[src/rtl/tri_max_pkg.sv]
package tri_max_pkg;

  // Number of groups of at most three needed to cover n candidates.
  function automatic int unsigned groups_of3(input int unsigned n);
    return (n + 2) / 3;
  endfunction

endpackage

[src/rtl/tmr_pick3.sv]
module tmr_pick3 #(
  parameter int unsigned W   = 16,
  parameter int unsigned NUM = 3
) (
  input  logic [NUM*W-1:0] cand_i,
  output logic [W-1:0]     max_o
);

  generate
    if (NUM == 1) begin : g_single
      assign max_o = cand_i[W-1:0];
    end else if (NUM == 2) begin : g_pair
      logic [W-1:0] c0, c1;
      assign c0 = cand_i[0 +: W];
      assign c1 = cand_i[W +: W];
      always_comb begin
        // equal values keep the lower index
        max_o = (c0 >= c1) ? c0 : c1;
      end
    end else begin : g_triple
      logic [W-1:0] c0, c1, c2, m01;
      assign c0 = cand_i[0 +: W];
      assign c1 = cand_i[W +: W];
      assign c2 = cand_i[2*W +: W];
      always_comb begin
        m01   = (c0 >= c1) ? c0 : c1;
        max_o = (m01 >= c2) ? m01 : c2;
      end
    end
  endgenerate

endmodule

[src/rtl/tmr_stage.sv]
module tmr_stage
  import tri_max_pkg::*;
#(
  parameter int unsigned W      = 16,
  parameter int unsigned N_CAND = 18,
  localparam int unsigned N_OUT = groups_of3(N_CAND)
) (
  input  logic              clk,
  input  logic              rst_n,
  input  logic              valid_i,
  input  logic [N_CAND*W-1:0] data_i,
  output logic              valid_o,
  output logic [N_OUT*W-1:0]  data_o
);

  logic [N_OUT*W-1:0] grp_max;
  logic [N_OUT*W-1:0] data_n;
  logic               valid_n;

  genvar g;
  generate
    for (g = 0; g < N_OUT; g++) begin : g_grp
      localparam int unsigned BASE = 3 * g;
      localparam int unsigned GS   = (N_CAND - BASE >= 3) ? 3 : (N_CAND - BASE);

      tmr_pick3 #(.W(W), .NUM(GS)) u_pick (
        .cand_i (data_i[BASE*W +: GS*W]),
        .max_o  (grp_max[g*W +: W])
      );

      for (genvar k = 0; k < GS; k++) begin : g_mem

        stage_ge_chk: assert property (@(posedge clk) disable iff (!rst_n)
          valid_i |=> data_o[g*W +: W] >= $past(data_i[(BASE+k)*W +: W]));
      end
    end
  endgenerate

  // next-state: data enabled by valid, valid follows input
  always_comb begin
    valid_n = valid_i;
    data_n  = valid_i ? grp_max : data_o;
  end

  always_ff @(posedge clk or negedge rst_n) begin
    if (!rst_n) valid_o <= 1'b0;
    else        valid_o <= valid_n;
  end

  always_ff @(posedge clk) begin
    data_o <= data_n;
  end


  stage_valid_chk: assert property (@(posedge clk) disable iff (!rst_n)
    valid_i |=> valid_o);


  stage_hold_chk: assert property (@(posedge clk) disable iff (!rst_n)
    !valid_i |=> $stable(data_o));

endmodule

[src/rtl/tri_max_reduce.sv]
module tri_max_reduce
  import tri_max_pkg::*;
#(
  parameter int unsigned DATA_W = 16,
  parameter int unsigned N_IN   = 18
) (
  input  logic                     clk,
  input  logic                     rst_n,
  input  logic                     in_valid,
  input  logic [N_IN*DATA_W-1:0]   in_data,
  output logic                     out_valid,
  output logic [DATA_W-1:0]        out_max
);

  localparam int unsigned C1 = groups_of3(N_IN);
  localparam int unsigned C2 = groups_of3(C1);
  localparam int unsigned C3 = groups_of3(C2);

  logic              v1, v2, v3;
  logic [C1*DATA_W-1:0] d1;
  logic [C2*DATA_W-1:0] d2;
  logic [C3*DATA_W-1:0] d3;

  tmr_stage #(.W(DATA_W), .N_CAND(N_IN)) u_st1 (
    .clk (clk), .rst_n (rst_n),
    .valid_i (in_valid), .data_i (in_data),
    .valid_o (v1), .data_o (d1)
  );

  tmr_stage #(.W(DATA_W), .N_CAND(C1)) u_st2 (
    .clk (clk), .rst_n (rst_n),
    .valid_i (v1), .data_i (d1),
    .valid_o (v2), .data_o (d2)
  );

  tmr_stage #(.W(DATA_W), .N_CAND(C2)) u_st3 (
    .clk (clk), .rst_n (rst_n),
    .valid_i (v2), .data_i (d2),
    .valid_o (v3), .data_o (d3)
  );

  assign out_valid = v3;
  assign out_max   = d3[DATA_W-1:0];


  lat3_valid_chk: assert property (@(posedge clk) disable iff (!rst_n)
    in_valid |-> ##3 out_valid);


  lat3_idle_chk: assert property (@(posedge clk) disable iff (!rst_n)
    !in_valid |-> ##3 !out_valid);


  reset_clear_chk: assert property (@(posedge clk)
    !rst_n |=> !out_valid);

endmodule

[config.mk]
export PLATFORM = sky130hd
export DESIGN_NAME = tri_max_reduce
export DESIGN_NICKNAME = d
export VERILOG_FILES = /design/src/rtl/tri_max_pkg.sv /design/src/rtl/tmr_pick3.sv /design/src/rtl/tmr_stage.sv /design/src/rtl/tri_max_reduce.sv
export SDC_FILE = /design/constraint.sdc
export NUM_CORES = 1
export LEC_CHECK = 0
export ABC_AREA = 1
export CAP_MARGIN = 20
export CORE_MARGIN = 5
export CORE_UTILIZATION = 40
export CTS_BUF_LIST = sky130_fd_sc_hd__clkbuf_16
export DETAILED_ROUTE_END_ITERATION = 16
export PLACE_DENSITY = 0.73
export SYNTH_ARGS = -nofsm -noshare
export SYNTH_HDL_FRONTEND = slang
export SYNTH_SLANG_ARGS = --single-unit
export TNS_END_PERCENT = 5
[constraint.sdc]
create_clock -name clk -period 5.27 [get_ports clk]
set_input_delay 1.054 -clock clk [delete_from_list [all_inputs] [get_ports clk]]
set_output_delay 1.054 -clock clk [all_outputs]
set_load 0.01 [all_outputs]
# Yosys cells after proc, flatten, opt, wreduce, memory -nomap -nowiden

Index checks and enable logic that the tools add are counted.

Logic and storage cells: 40
Output and inout bits: 17
Bits of input ports: 291
Register bits after elaboration: 147

Multiplexer cells: 17
$lt $le $gt $ge: 17

Operators with widths:

| operator       | number |
|---|---|
| $ge A16 B16 Y1 | 17 |
| $mux W16       | 17 |

# Logic depth before layout (Yosys ltp)

Word-level depth: 4
Gate-level depth with buffers: 26
Mapped depth without buffers: 24

# Hierarchy

A second synthesis with hierarchy kept.

Cells, all modules: 2267
Area, all modules: 17915.9 um^2

By module, submodules not included:

| module                                | cells an instance | instances | seq. area each (um^2) | area an instance (um^2) |
|---|---|---|---|---|
| tmr_pick3 (u_st1.g_grp[0].u_pick ...) | 250               | 7         | 0.0                   | 1615.3 |
| tmr_stage (u_st1)                     | 97                | 1         | 2907.8                | 2907.8 |
| tmr_pick3 (u_st1.g_grp[3].u_pick)     | 250               | 1         | 0.0                   | 1517.7 |
| tmr_stage (u_st2)                     | 33                | 1         | 985.9                 | 985.9 |
| tmr_pick3 (u_st3.g_grp[0].u_pick)     | 120               | 1         | 0.0                   | 691.9 |
| tmr_stage (u_st3)                     | 17                | 1         | 505.5                 | 505.5 |

# Worst setup path before layout

Ideal clock, no wire load.

Path type: input to register
Start point: in in_data[169]
End point: reg u_st1.data_o[53], data pin
Setup slack: 1.440 ns
Arrival time: 3.577 ns
Setup time: 0.253 ns
Required time: 5.017 ns
Cell stages on the path: 18
Path buffers: 2
Path through: inv_1 -> ha_1 -> nand2_1 -> inv_1 -> o21bai_1 -> a21oi_1 -> nor2_2 -> buf_2 -> nand3_1 -> and2_1 -> ha_1 -> a21oi_1 -> o21ai_0 -> a21oi_2 -> nand3_2 -> buf_2 -> nand3_1 -> nand2_1

Longest elaborated chain between the ends: 4

RTL lines:

| what                               | line                 | text |
|---|---|---|
| start, declared                    | tri_max_reduce.sv:10 | `input logic [N_IN*DATA_W-1:0] in_data,` |
| $ge A16 B16 Y1                     | tmr_pick3.sv:26      | `m01 = (c0 >= c1) ? c0 : c1;` |
| $mux W16 *                         | tmr_pick3.sv:26      |  |
| $ge A16 B16 Y1                     | tmr_pick3.sv:27      | `max_o = (m01 >= c2) ? m01 : c2;` |
| $mux W16 *                         | tmr_pick3.sv:27      |  |
| net u_st1.g_grp[3].u_pick.max_o[5] | tmr_pick3.sv:6       | `output logic [W-1:0] max_o` |
| end signal, assigned               | tmr_stage.sv:51      | `data_o <= data_n;` |
| end, declared                      | tmr_stage.sv:13      | `output logic [N_OUT*W-1:0] data_o` |

Mark *: on every way through the listed nets, which the timed path passes. The rest lies on a longest branch.
A chain may end at the register's enable or synchronous reset.

# Worst setup path in the final report

Start point: in in_data[271]
End point: reg u_st1.data_o[89], data pin

Longest elaborated chain between the ends: 4

RTL lines:

| what                               | line |
|---|---|
| $ge A16 B16 Y1                     | tmr_pick3.sv:26 |
| $mux W16 *                         | tmr_pick3.sv:26 |
| $ge A16 B16 Y1                     | tmr_pick3.sv:27 |
| $mux W16 *                         | tmr_pick3.sv:27 |
| net u_st1.g_grp[5].u_pick.max_o[9] | tmr_pick3.sv:6 |

Marks and branches as above.

==> summary.txt <==
Run status
  – Status: completed

Routing
  – Routed WL: 46.1 mm
  – Residual DRC: 0
  – DR iter-0 viols: 898
  – Antenna Nets Post-Route: 0
  – Drt pass-1 iters: 5
  – WL/cell: 14.9 µm
  – DR vias: 15,736
  – Vias per cell: 5.09

Logic synthesis
  – Area leader, netlist: edfxtp_1
  – EDFF count, synth: 144
  – Synth top area share: 26.2%
  – Netlist Area Pre-Place: 16,500 µm²
  – Synth Instances: 2,252
  – Mapped Nets: 2,815
  – Warnings from Yosys: 0
  – Post-synthesis sequential area ratio: 26.7%
  – Seq cells post-synth: 147
  – Top cells by count, synth: nand2_1, inv_1, ha_1, nand3_1, nand4_1
  – Async set or reset register ratio after synthesis: 2.04%
  – Mean post-synth cell area: 7.33 µm²
  – Top-count cell post-synth: nand2_1
  – Synth Flop Type: edfxtp_1
  – Post-synthesis cell type count: 30
  – Area contributors post-synth: edfxtp_1, ha_1, nand2_1

Clock network
  – Post_cts resized: 0
  – CTS tree: done
  – Clock buffer depth: 2
  – Skew-Pair Late Insertion Delay: 0.43 ns
  – Clock root cell: clkbuf_16
  – # H-tree levels: 4
  – Inserted Clock Buffers: 17
  – Clk sink count: 147
  – Clk slew on worst S/H paths: 0.07 ns
  – Post-CTS Setup Bufs: 0
  – Hold Buf Count CTS: 0

Floorplanning
  – Die area: 45,400 µm²
  – Die X: 213 µm
  – Die height: 213 µm
  – Initial core utilization: 40.4%
  – Core area: 40,800 µm²
  – I/O pins: 308
  – Rows: 74

GRT
  – GR Overflow Total: 0
  – Initial antenna violation count: 1
  – First-pass GRT wire length: 74.3 mm
  – Pin count of the biggest net entering global routing: 55
  – Vias in the first global route: 15,630
  – Tot GR Track Use: 19.7%

Power
  – Max IR drop VDD: 0.000240 V
  – Cell Pwr Density: 318 nW/µm²
  – Leakage: 0.0106 µW

Placed design
  – Post-detail-place hpwl: 39.5 mm
  – GPL Wtd Cong: 0.903
  – I/O Buffers: 307
  – Placement Setup Slack: 0.390 ns

Finish
  – Footprint of the multi-input gates: 10,100 µm²
  – Filler cell count: 3,881
  – Share of layout cells above drive strength 1: 4.38%
  – Nets: 3,107
  – Sequential cell area: 4400 µm²
  – Syn-to-layout area delta: 25.0%

Setup path
  – Max incr delay on CP: 0.45 ns
  – Cell mode on critical path: nand2_1
  – CP Capture Type: flip-flop
  – Kind of critical path: in -> reg
  – Cells along the critical path: clkdlybuf4s50_1, inv_1, ha_1, nand4_1, nor3_1, nand2_1, nand2_4, nand2_1, and2_1, ha_1, inv_1, nor2_1, o21bai_1, nand2_1, nand2_1, nand2_1, nand2_1, nand3_2, buf_4, nand3_1, nand2_1
  – WP data required: 5.45 ns
  – Worst setup SP type: input port
  – Slowest cell on the critical path: clkdlybuf4s50_1
  – Critical path peak fanout: 17
  – CP arrival: 4.64 ns

Hold path
  – Worst Hold Class: reg -> reg

Timing
  – Slew Viols, Final: 0
  – TNS Setup: 0 ns
  – Fmax: 225 MHz
  – Tcrit/Tclk final: 84.5%
  – Final hold vios: 0
  – Clock skew: 0.0131 ns
  – Tightest Pin Transition: 0.941 ns
  – WHS: 0.574 ns
  – Slew margin rel.: 37.1%
  – Worst setup margin: 0.817 ns
  – Post-layout minimum cycle time: 4.45 ns
  – Final setup vio count: 0
  – RSZ-0062 raised after global routing: no

Flow run
  – Max-Cap Viols: 0
layout make-up:
class	count	area share (%)
multi-input cells	1598	48.7
flip-flops and latches	147	21.3
repair buffers	332	15.8
inverters	448	8.15
well taps	532	3.23
clock buffers	17	2.06
clock inverters	15	0.703
diodes	1	0.0121
worst paths after layout:
check	from	endpoint	slack, ns	depth (start not counted)
setup reg to reg	u_st1.data_o[17]$_DFFE_PP_	u_st2.data_o[7]$_DFFE_PP_	1.02	20
setup / recovery	in_data[271]	u_st1.data_o[89]$_DFFE_PP_	0.82	21
hold reg to reg	u_st2.data_o[3]$_DFFE_PP_	u_st3.data_o[3]$_DFFE_PP_	0.57	2
max in group asynchronous	rst_n	u_st1.valid_o$_DFF_PN0_	4.32	1
min in group asynchronous	rst_n	u_st3.valid_o$_DFF_PN0_	0.80	1
hold / removal	u_st2.data_o[3]$_DFFE_PP_	u_st3.data_o[3]$_DFFE_PP_	0.57	2
routing by layer:
metal  vias up  wire [µm]  share of wire (%)  track usage [%]
met3        54       2120                4.6             2.34
li1       8103          -                  -                -
met4         0        882                1.9             5.22
met1      7191      20700                 45             25.9
met5         -          0                  0                0
met2       388      22400                 49             34.5
registers in the layout, summed over array words and instances, names as in the netlist:
register       flops
u_st1.data_o      96
u_st2.data_o      32
u_st3.data_o      16
u_st1.valid_o      1
u_st2.valid_o      1
u_st3.valid_o      1
through the flow:
step / total power (µW) / instance area (µm²) / utilization [%] / cells
2_1_floorplan: 4270 / 16500 / - / 2252
3_3_place_gp: 5240 / 20100 / 49.1 / 3057
3_5_place_dp: 5380 / 20100 / 49.1 / 3057
4_1_cts: 6590 / 20600 / 50.5 / 3089
5_1_grt: 7150 / 20600 / 50.5 / 3090
6_report: 6560 / 20600 / 50.5 / 3090
critical path: cells and delay by family:
| family | cells | cell delay, ns |
|---|---|---|
| buffers and inverters | 4 | 0.75 |
| AO/OA/AOI/OAI | 1 | 0.11 |
| AND/OR/NAND/NOR | 14 | 2.09 |
| adder cells (fa/ha/maj) | 2 | 0.61 |
power breakdown:
part | internal (µW) | leakage [µW] | switching, µW
sequential | 1790 | 0.00145 | 170
clock | 663 | 0.000278 | 526
combinational | 1410 | 0.00884 | 2000
total | 3860 | 0.0106 | 2700
cells in the final DEF, fill, tap and decap left out, types with 3 or more instances in the layout:
cell	netlist	layout
o21bai_1	16	16
nand3_1	270	270
and2_1	120	120
nand3_2	11	11
nor3_2	6	6
inv_1	448	449
nand2_1	477	477
nor3_1	7	7
o21a_1	13	13
a21oi_2	6	6
nor2_4	3	3
nand3_4	3	3
nand2_2	13	13
inv_6	0	6
dfrtp_1	3	3
clkbuf_16	0	17
nand4_1	147	147
nor2_2	5	5
edfxtp_1	144	144
nand2_4	5	5
o21ai_0	49	49
nor2_1	55	55
buf_4	8	26
ha_1	272	272
clkdlybuf4s50_1	0	306
a21oi_1	114	114
cell families (layout without fill, tap and decap cells):
kind of cell	after synthesis	in the layout	synth area share, %
simple gates	1124	1124	33.4
buf+inv	507	812	12.4
fa+ha+maj	272	272	20.6
compound gates	202	202	6.84
flops	147	147	26.7
other cells	0	1	0
Note: power is estimated with default switching activity, not from simulation.
